==> config.mk <==
export PLATFORM = sky130hd
export DESIGN_NAME = irq_status_ctrl
export DESIGN_NICKNAME = d
export VERILOG_FILES = /design/src/rtl/isc_pkg.sv /design/src/rtl/isc_decode.sv /design/src/rtl/isc_soft_reset.sv /design/src/rtl/isc_event_bank.sv /design/src/rtl/irq_status_ctrl.sv
export SDC_FILE = /design/constraint.sdc
export NUM_CORES = 1
export LEC_CHECK = 0
export ABC_AREA = 1
export BUFFER_PORTS_ARGS = -buffer_cell sky130_fd_sc_hd__clkbuf_2
export CORE_MARGIN = 4
export CORE_UTILIZATION = 50
export DETAILED_ROUTE_END_ITERATION = 16
export HOLD_SLACK_MARGIN = 0.05
export PLACE_DENSITY = 0.81
export SLEW_MARGIN = 20
export SYNTH_ARGS = -nofsm -noshare
export SYNTH_HDL_FRONTEND = slang
export SYNTH_SLANG_ARGS = --single-unit
==> constraint.sdc <==
create_clock -name clk -period 2.7 [get_ports clk]
set_input_delay 0.405 -clock clk [delete_from_list [all_inputs] [get_ports clk]]
set_output_delay 0.405 -clock clk [all_outputs]
set_load 0.01 [all_outputs]
==> src/rtl/isc_pkg.sv <==
`timescale 1ns/100ps
package isc_pkg;
  localparam int DW   = 32;
  localparam int AW   = 4;
  localparam int NREG = 8;

  typedef enum logic [2:0] {
    RG_MODE  = 3'd0,
    RG_TOPST = 3'd1,
    RG_TOPEN = 3'd2,
    RG_EVST  = 3'd3,
    RG_MASK  = 3'd4,
    RG_MSET  = 3'd5,
    RG_MCLR  = 3'd6,
    RG_SRST  = 3'd7
  } reg_e;

  // bit positions software decodes
  localparam int TOP_MST_BIT = 0;
  localparam int TOP_SLV_BIT = 1;
  localparam int ERR_ANY_BIT = 31;
  localparam int MODE_W      = 3;
endpackage

==> src/rtl/isc_decode.sv <==
`timescale 1ns/100ps
module isc_decode #(
  parameter int AW   = 4,
  parameter int NREG = 8
) (
  input  logic            req_valid,
  input  logic            req_write,
  input  logic [AW-1:0]   req_addr,
  output logic [NREG-1:0] wr_sel,
  output logic [NREG-1:0] rd_sel
);
  for (genvar i = 0; i < NREG; i++) begin : g_sel
    logic hit;
    assign hit       = req_valid && (req_addr == AW'(i));
    assign wr_sel[i] = hit && req_write;
    assign rd_sel[i] = hit && !req_write;
  end
endmodule

==> src/rtl/isc_soft_reset.sv <==
`timescale 1ns/100ps
module isc_soft_reset #(
  parameter int RST_CYCLES = 4
) (
  input  logic clk,
  input  logic rst_n,
  input  logic start_i,
  output logic busy_o
);
  localparam int CW = $clog2(RST_CYCLES + 1);
  logic [CW-1:0] remain_q;

  always_ff @(posedge clk or negedge rst_n) begin
    if (!rst_n)               remain_q <= '0;
    else if (start_i)         remain_q <= CW'(RST_CYCLES);
    else if (remain_q != '0)  remain_q <= remain_q - 1'b1;
  end

  assign busy_o = (remain_q != '0);
endmodule

==> src/rtl/isc_event_bank.sv <==
`timescale 1ns/100ps
module isc_event_bank #(
  parameter int NEV = 10
) (
  input  logic           clk,
  input  logic           rst_n,
  input  logic           clr_i,
  input  logic [NEV-1:0] evt_i,
  input  logic           st_w1c_i,
  input  logic           mask_load_i,
  input  logic           mask_set_i,
  input  logic           mask_clr_i,
  input  logic [NEV-1:0] wdata_i,
  output logic [NEV-1:0] stat_o,
  output logic [NEV-1:0] mask_o,
  output logic           summ_set_o
);
  logic [NEV-1:0] stat_q, mask_q, stat_d, mask_d, hit;

  for (genvar k = 0; k < NEV; k++) begin : g_bit
    always_comb begin
      if (clr_i)            mask_d[k] = 1'b0;
      else if (mask_load_i) mask_d[k] = wdata_i[k];
      else if (mask_set_i)  mask_d[k] = mask_q[k] | wdata_i[k];
      else if (mask_clr_i)  mask_d[k] = mask_q[k] & ~wdata_i[k];
      else                  mask_d[k] = mask_q[k];
    end

    // a new pulse beats a same-cycle write-1 clear
    assign stat_d[k] = !clr_i && (evt_i[k] || (stat_q[k] && !(st_w1c_i && wdata_i[k])));

    // enabled arrival, or enable newly opened over a pending bit
    assign hit[k] = (evt_i[k] && mask_q[k]) || (mask_d[k] && !mask_q[k] && stat_q[k]);

    always_ff @(posedge clk or negedge rst_n) begin
      if (!rst_n) begin
        stat_q[k] <= 1'b0;
        mask_q[k] <= 1'b0;
      end else begin
        stat_q[k] <= stat_d[k];
        mask_q[k] <= mask_d[k];
      end
    end
  end

  assign summ_set_o = !clr_i && (|hit);
  assign stat_o     = stat_q;
  assign mask_o     = mask_q;
endmodule

==> src/rtl/irq_status_ctrl.sv <==
`timescale 1ns/100ps
module irq_status_ctrl
  import isc_pkg::*;
#(
  parameter int NEV        = 10,
  parameter int RST_CYCLES = 4,
  parameter logic [NEV-1:0] ERR_MASK = NEV'(5'b11111)
) (
  input  logic           clk,
  input  logic           rst_n,
  input  logic           req_valid,
  input  logic           req_write,
  input  logic [AW-1:0]  req_addr,
  input  logic [DW-1:0]  req_wdata,
  output logic           rsp_valid,
  output logic [DW-1:0]  rsp_rdata,
  input  logic [NEV-1:0] evt_in,
  output logic           irq,
  output logic           fifo_flush,
  output logic [2:0]     mode_en
);
  logic [NREG-1:0] wr_sel, rd_sel;
  logic [NEV-1:0]  stat_q, mask_q;
  logic            summ_q, summ_set, topen_q, busy, sr_start, clr;
  logic [MODE_W-1:0] mode_q;
  logic [DW-1:0]   rd_d;

  isc_decode #(.AW(AW), .NREG(NREG)) u_dec (
    .req_valid (req_valid),
    .req_write (req_write),
    .req_addr  (req_addr),
    .wr_sel    (wr_sel),
    .rd_sel    (rd_sel)
  );

  assign sr_start = wr_sel[RG_SRST] && req_wdata[0] && !busy;
  assign clr      = sr_start || busy;

  isc_soft_reset #(.RST_CYCLES(RST_CYCLES)) u_srst (
    .clk     (clk),
    .rst_n   (rst_n),
    .start_i (sr_start),
    .busy_o  (busy)
  );

  isc_event_bank #(.NEV(NEV)) u_bank (
    .clk         (clk),
    .rst_n       (rst_n),
    .clr_i       (clr),
    .evt_i       (evt_in),
    .st_w1c_i    (wr_sel[RG_EVST]),
    .mask_load_i (wr_sel[RG_MASK]),
    .mask_set_i  (wr_sel[RG_MSET]),
    .mask_clr_i  (wr_sel[RG_MCLR]),
    .wdata_i     (req_wdata[NEV-1:0]),
    .stat_o      (stat_q),
    .mask_o      (mask_q),
    .summ_set_o  (summ_set)
  );

  always_ff @(posedge clk or negedge rst_n) begin
    if (!rst_n) begin
      summ_q  <= 1'b0;
      topen_q <= 1'b0;
      mode_q  <= '0;
    end else begin
      if (clr)                 summ_q <= 1'b0;
      else if (summ_set)       summ_q <= 1'b1;
      else if (wr_sel[RG_TOPST] && req_wdata[TOP_MST_BIT]) summ_q <= 1'b0;
      if (wr_sel[RG_TOPEN])    topen_q <= req_wdata[0];
      if (wr_sel[RG_MODE])     mode_q  <= req_wdata[MODE_W-1:0];
    end
  end

  always_comb begin
    rd_d = '0;
    if (rd_sel[RG_MODE])  rd_d[MODE_W-1:0] = mode_q;
    if (rd_sel[RG_TOPST]) begin
      rd_d[TOP_MST_BIT] = summ_q;
      rd_d[TOP_SLV_BIT] = 1'b0;
    end
    if (rd_sel[RG_TOPEN]) rd_d[0] = topen_q;
    if (rd_sel[RG_EVST]) begin
      rd_d[NEV-1:0]     = stat_q;
      rd_d[ERR_ANY_BIT] = |(stat_q & ERR_MASK);
    end
    if (rd_sel[RG_MASK])  rd_d[NEV-1:0] = mask_q;
    if (rd_sel[RG_SRST])  rd_d[0] = busy;
  end

  always_ff @(posedge clk or negedge rst_n) begin
    if (!rst_n) begin
      rsp_valid <= 1'b0;
      rsp_rdata <= '0;
    end else begin
      rsp_valid <= req_valid && !req_write;
      rsp_rdata <= rd_d;
    end
  end

  assign irq        = summ_q && topen_q;
  assign fifo_flush = busy;
  assign mode_en    = mode_q;
endmodule

======== Word-level counts from Yosys, hierarchy flattened ========
Cells that the tools add are included.
operators by class
  equality and inequality tests ........... 7
  add/sub/neg operators ................... 1
  reductions and logical operators ........ 138
  bitwise logic cells ..................... 30
  multiplexer cells ....................... 52
operator list
  operator               number
  $logic_and A1 B1 Y1    88
  $mux W1                46
  $logic_not A1 Y1       23
  $logic_or A1 B1 Y1     21
  $mux W10               2
  $eq A4 B3 Y1 const B   4
  $and A1 B1 Y1          10
  $not A1 Y1             10
  $or A1 B1 Y1           10
  $reduce_or A10 Y1      1
  $mux W3                3
  $eq A4 B2 Y1 const B   2
  $reduce_bool A3 Y1     2
  $reduce_or A5 Y1       1
  $eq A4 B1 Y1 const B   1
  $logic_not A4 Y1       1
  $sub A3 B1 Y3 const B  1
  $mux W2                1
  $reduce_bool A2 Y1     1
word-level totals
  logic and storage cells ................. 254
  bits of input ports ..................... 50
  bits in registers ....................... 40

======== Longest topological paths before layout ========
  depth after elaboration ................. 14
  mapped depth ............................ 13
  gate-level depth less buffers ........... 13

======== By module ========
A second synthesis with hierarchy kept.
second synthesis, totals
  cells, all modules ...................... 322
  area, all modules ....................... 2,426.1 µm²
modules (own cells, without submodules)
  module           cells each  sequential area each (µm²)  area an instance (µm²)  instances
  isc_event_bank   169         500.5                       1,171.1                 1
  irq_status_ctrl  96          425.4                       914.6                   1
  isc_soft_reset   22          75.1                        173.9                   1
  isc_decode       35          0.0                         166.4                   1

======== Worst setup path before layout ========
Ideal clock, no wire load.
  kind .................................... register -> register
  from .................................... register u_srst.remain_q[0]
  to ...................................... register summ_q
  clock period less this slack ............ 1.680 ns
  setup slack ............................. 1.020 ns
  data arrival time ....................... 1.617 ns
  required time ........................... 2.637 ns
  cell stages (with the launch flop) ...... 14
  setup time .............................. 0.063 ns
  path through ............................ dfrtp_1 inv_1 ha_1 inv_1 or2_0 clkbuf_1 a31oi_1 buf_4 nand3_1 nand2_1 nor2_1 nand3_1 nand2_1 inv_1
between the ends
  word-level cells in the longest chain between the ends .. 12
  elaborated cells between the ends (all ways) .. 50
  those cells by class .................... mux: 12; reduce/logical: 38
RTL lines
  element                           line                   text
  start, declared                   isc_soft_reset.sv:11   logic [CW-1:0] remain_q;
  start signal, assigned            isc_soft_reset.sv:15   else if (start_i) remain_q <= CW'(RST_CYCLES);
  start signal, assigned            isc_soft_reset.sv:16   else if (remain_q != '0) remain_q <= remain_q - 1'b1;
  $reduce_bool A3 Y1 (*)            isc_soft_reset.sv:19   assign busy_o = (remain_q != '0);
  net fifo_flush                    irq_status_ctrl.sv:19  output logic fifo_flush,
  $logic_not A1 Y1                  irq_status_ctrl.sv:36  assign sr_start = wr_sel[RG_SRST] && req_wdata[0] && !busy;
  $logic_and A1 B1 Y1               irq_status_ctrl.sv:36
  $logic_or A1 B1 Y1 (*)            irq_status_ctrl.sv:37  assign clr = sr_start || busy;
  $mux W1                           isc_event_bank.sv:22   if (clr_i) mask_d[k] = 1'b0;
  $logic_and A1 B1 Y1 (2 in a row)  isc_event_bank.sv:33   assign hit[k] = (evt_i[k] && mask_q[k]) || (mask_d[k] && !mask_q[k] && stat_q[k]);
  $logic_or A1 B1 Y1                isc_event_bank.sv:33
  $reduce_or A10 Y1                 isc_event_bank.sv:46   assign summ_set_o = !clr_i && (|hit);
  $logic_and A1 B1 Y1               isc_event_bank.sv:46
  $mux W1                           irq_status_ctrl.sv:68  else if (summ_set) summ_q <= 1'b1;
  $mux W1                           irq_status_ctrl.sv:67  if (clr) summ_q <= 1'b0;
  end signal, assigned              irq_status_ctrl.sv:67
  end signal, assigned              irq_status_ctrl.sv:68
  end signal, assigned              irq_status_ctrl.sv:69  else if (wr_sel[RG_TOPST] && req_wdata[TOP_MST_BIT]) summ_q <= 1'b0;
  end, declared                     irq_status_ctrl.sv:24  logic summ_q, summ_set, topen_q, busy, sr_start, clr;
Mark *: on every way through the listed nets, which the timed path passes. The rest lies on a longest branch.
A chain may end at the register's enable or synchronous reset.

======== Worst setup path after layout ========
  from .................................... register u_srst.remain_q[0]
  to ...................................... register summ_q
between the ends
  word-level cells in the longest chain between the ends .. 12
  elaborated cells between the ends (all ways) .. 50
  those cells by class .................... mux: 12; reduce/logical: 38
RTL lines
  element                           line
  $reduce_bool A3 Y1 (*)            isc_soft_reset.sv:19
  $logic_not A1 Y1                  irq_status_ctrl.sv:36
  $logic_and A1 B1 Y1               irq_status_ctrl.sv:36
  $logic_or A1 B1 Y1 (*)            irq_status_ctrl.sv:37
  $mux W1                           isc_event_bank.sv:22
  $logic_and A1 B1 Y1 (2 in a row)  isc_event_bank.sv:33
  $logic_or A1 B1 Y1                isc_event_bank.sv:33
  $reduce_or A10 Y1                 isc_event_bank.sv:46
  $logic_and A1 B1 Y1               isc_event_bank.sv:46
  $mux W1                           irq_status_ctrl.sv:68
  $mux W1                           irq_status_ctrl.sv:67
Mark *: on every way between the ends. The rest lies on a longest branch, timed or not.

==> results.txt <==
----------------------------------------------------
[Synthesis]
  Netlist Area Pre-Place ... 2308 um^2
  Library cell with the highest instance count after synthesis ... nand2_1
  Post-synth top area cell ... dfrtp_1
  Post-synthesis sequential area ratio ... 0.4336
  Area share of the leading cell type in the synthesized netlist ... 0.4336
  Post-synth EDFFs ... 0
  Unique masters post-synth ... 30
  Top cells by count, synth ... 64 x nand2_1, 40 x dfrtp_1, 39 x inv_1, 35 x nor2_1, 23 x buf_4
  Prevailing post-synth register cell ... dfrtp_1
  Cells taking the most area after synthesis ... dfrtp_1 43%, nand2_1 10%, buf_4 7.5%
  Synthesized area per cell ... 7.644 um^2
  Number of register bits inferred by synthesis ... 40
  Cell count after synthesis ... 302
  Number of warnings reported in the yosys synthesis log ... 0
  Async set or reset register ratio after synthesis ... 1.000

[Run status]
  Outcome ... complete, no violations

[Floorplan]
  Initial core utilization ... 0.5230
  Core Region ... 4414 um^2
  Width of the die ... 75.95 um
  Y dimension of the die ... 75.95 um
  Number of ports placed on the die boundary ... 88
  Total Die Area ... 5768 um^2
  FP Rows ... 24

[Route]
  Initial DRT Pass Iterations ... 4
  Average wire per standard cell ... 13.43 um
  Antenna-violating nets left ... 0
  Detailed-route via count ... 2060
  DRC violation count after routing ... 0
  Total wire length after detailed routing ... 5.373 mm
  Via density per instance ... 5.150
  Iter 0 DRT Violations ... 261

[Place]
  RD Place Congestion ... 0.8400
  Count of port buffers added during placement ... 44
  HPWL Detailed ... 3.958 mm

[CTS]
  Clock slew seen by the registers of the worst setup and hold paths ... 0.08 ns
  CTS resizes ... 0
  Post-CTS Setup Inserts ... 0
  Hold Buf Count CTS ... 0
  Root Buffer Master ... clkbuf_8
  Clk Latency, worst-skew pair ... 0.29 ns
  Worst-case clock buffer depth ... 2
  Max H-tree Level ... 2
  Number of CTS-inserted buffers ... 5
  TritonCTS clock tree ... done
  CTS Sinks ... 40

[GRT]
  Initial antenna violation count ... 0
  Total routing usage reported by global routing ... 0.1911
  First-pass GRT wire length ... 9.114 mm
  Remaining global-route overflow ... 0
  Largest net degree at the start of global routing ... 41
  Vias in the first global route ... 2028

[Cells and area]
  Fraction of layout instances using a drive strength above 1 ... 0.1983
  Sequential Area ... 1001 um^2
  Area Growth Syn to Fin ... 12.36%
  Number of nets in the final layout ... 399
  Multi-input logic area ... 1020 um^2
  Number of filler cells placed in the layout ... 428
  Number of inserted diodes ... 0

[STA]
  Total Neg Setup Slack ... 0 ns
  Normalized max-slew margin ... 0.3365
  Post-Route Skew ... 0.006548 ns
  Post-Route Hold Slack ... 0.2646 ns
  Minimum period implied by the final worst setup slack ... 1.857 ns
  RSZ-0062 raised after global routing ... false
  Transition time at the pin with the least slew margin ... 0.9952 ns
  Highest achievable clock rate ... 538.5 MHz
  Number of setup violations in the final report ... 0
  Final hold violations ... 0
  Final period util ... 0.6878
  Number of max-slew violations in the final report ... 0

[Pwr]
  Standby leakage power ... 1.405 nW
  Maximum vdd ir drop ... 0.0004229 V
  Power density relative to cell area ... 613.2 nW/um^2

[Worst setup path]
  Setup crit start kind ... flop
  Worst path arrival time ... 2.09 ns
  Launch point of the worst path ... u_srst.remain_q[0]$_DFFE_PN0N_
  Launch point of the worst reg-to-reg path ... u_srst.remain_q[0]$_DFFE_PN0N_
  Worst EP required ... 2.93 ns
  CP endpoint kind ... flop
  Worst setup path category ... flop to flop
  Largest fanout of any net on the critical path ... 11
  Number of cells on the worst reg-to-reg path ... 12
  Register-to-Register Setup Slack ... 0.84 ns

[Hold path]
  Class of the most critical hold timing path ... input pin to async pin

[Run]
  Number of maximum-capacitance constraint violations ... 0

----------------------------------------------------
==> cells in the final DEF, fill, tap and decap left out, drive strengths merged <==
master	synthesis	final
o22ai	5	5
a221oi	2	2
o21ai	15	15
nand4	1	1
inv	46	46
o2111ai	1	1
nor2	40	40
a21oi	22	22
o31ai	1	1
bufinv	0	1
nor3	5	5
a22o	2	2
dfrtp	40	40
clkinv	0	1
or2	1	1
nand3	22	22
nand2	65	65
xnor2	1	1
nor4	2	2
clkbuf	2	50
conb	1	21
buf	25	1
a31oi	1	1
ha	2	2
==> area by class of cell <==
type                    count  area share
clock buffers               6     0.02798
clock inverters             2     0.01351
repair buffers             45     0.08780
flip-flops and latches     40      0.3859
inverters                  46     0.06657
well taps                  52     0.02508
multi-input cells         209      0.3932
==> stage by stage <==
stage          std cells    util  worst slack, ns  area [um^2]  power [mW]
2_1_floorplan        322       -            1.020         2384       1.021
3_3_place_gp         392  0.5632           0.6384         2486       1.106
3_5_place_dp         392  0.5632           0.6204         2486       1.122
4_1_cts              400  0.5876           0.8345         2594       1.609
5_1_grt              400  0.5876           0.6995         2594       1.691
6_report             400  0.5876           0.8429         2594       1.591
==> path summary, 6_finish.rpt <==
check	to
hold reg to reg	mode_en[0]$_DFFE_PN0P_
setup reg to reg	summ_q$_DFFE_PN0P_
setup / recovery	summ_q$_DFFE_PN0P_
max in group asynchronous	u_bank.stat_o[0]$_DFF_PN0_
hold / removal	u_bank.stat_o[2]$_DFF_PN0_
min in group clk	u_bank.stat_o[5]$_DFF_PN0_
==> report_power, final <==
| group | switching (mW) | leakage (nW) | internal [mW] |
|---|---|---|---|
| sequential | 0.0510 | 0.544 | 0.677 |
| clock | 0.205 | 0.0552 | 0.274 |
| combinational | 0.255 | 0.806 | 0.129 |
==> metal layers <==
metal / track usage / part of all wire
met1: 0.2323 / 0.41
met2: 0.3125 / 0.49
met3: 0.05687 / 0.082
met4: 0.08185 / 0.019
met5: 0 / 0
==> cell families (layout without fill, tap and decap cells) <==
logic type      after synthesis  count (layout)  share of synthesized area
compound gates               49              49                     0.1187
xor+xnor                      1               1                   0.003795
fa+ha+maj                     2               2                    0.01084
buf+inv                      73              99                     0.1572
flops                        40              40                     0.4336
other cells                   1              21                   0.001624
simple gates                136             136                     0.2743
==> state kept, by name, indices dropped and copies added (netlist names) <==
name and count:
rsp_valid 1, u_bank.stat_o 10, u_bank.mask_o 10, summ_q 1
u_srst.remain_q 3, rsp_rdata 11, topen_q 1, mode_en 3
==> critical path, cell delays in order, from the launching register on <==
cell,delay [ns]
dfrtp_1,0.40
inv_1,0.08
ha_1,0.15
inv_1,0.04
or2_0,0.28
a31oi_1,0.19
buf_4,0.22
nand2_1,0.10
nor2_1,0.10
nor2_1,0.06
nand3_1,0.08
nand2_1,0.06
inv_1,0.05
Power figures use the tool's default switching activity.
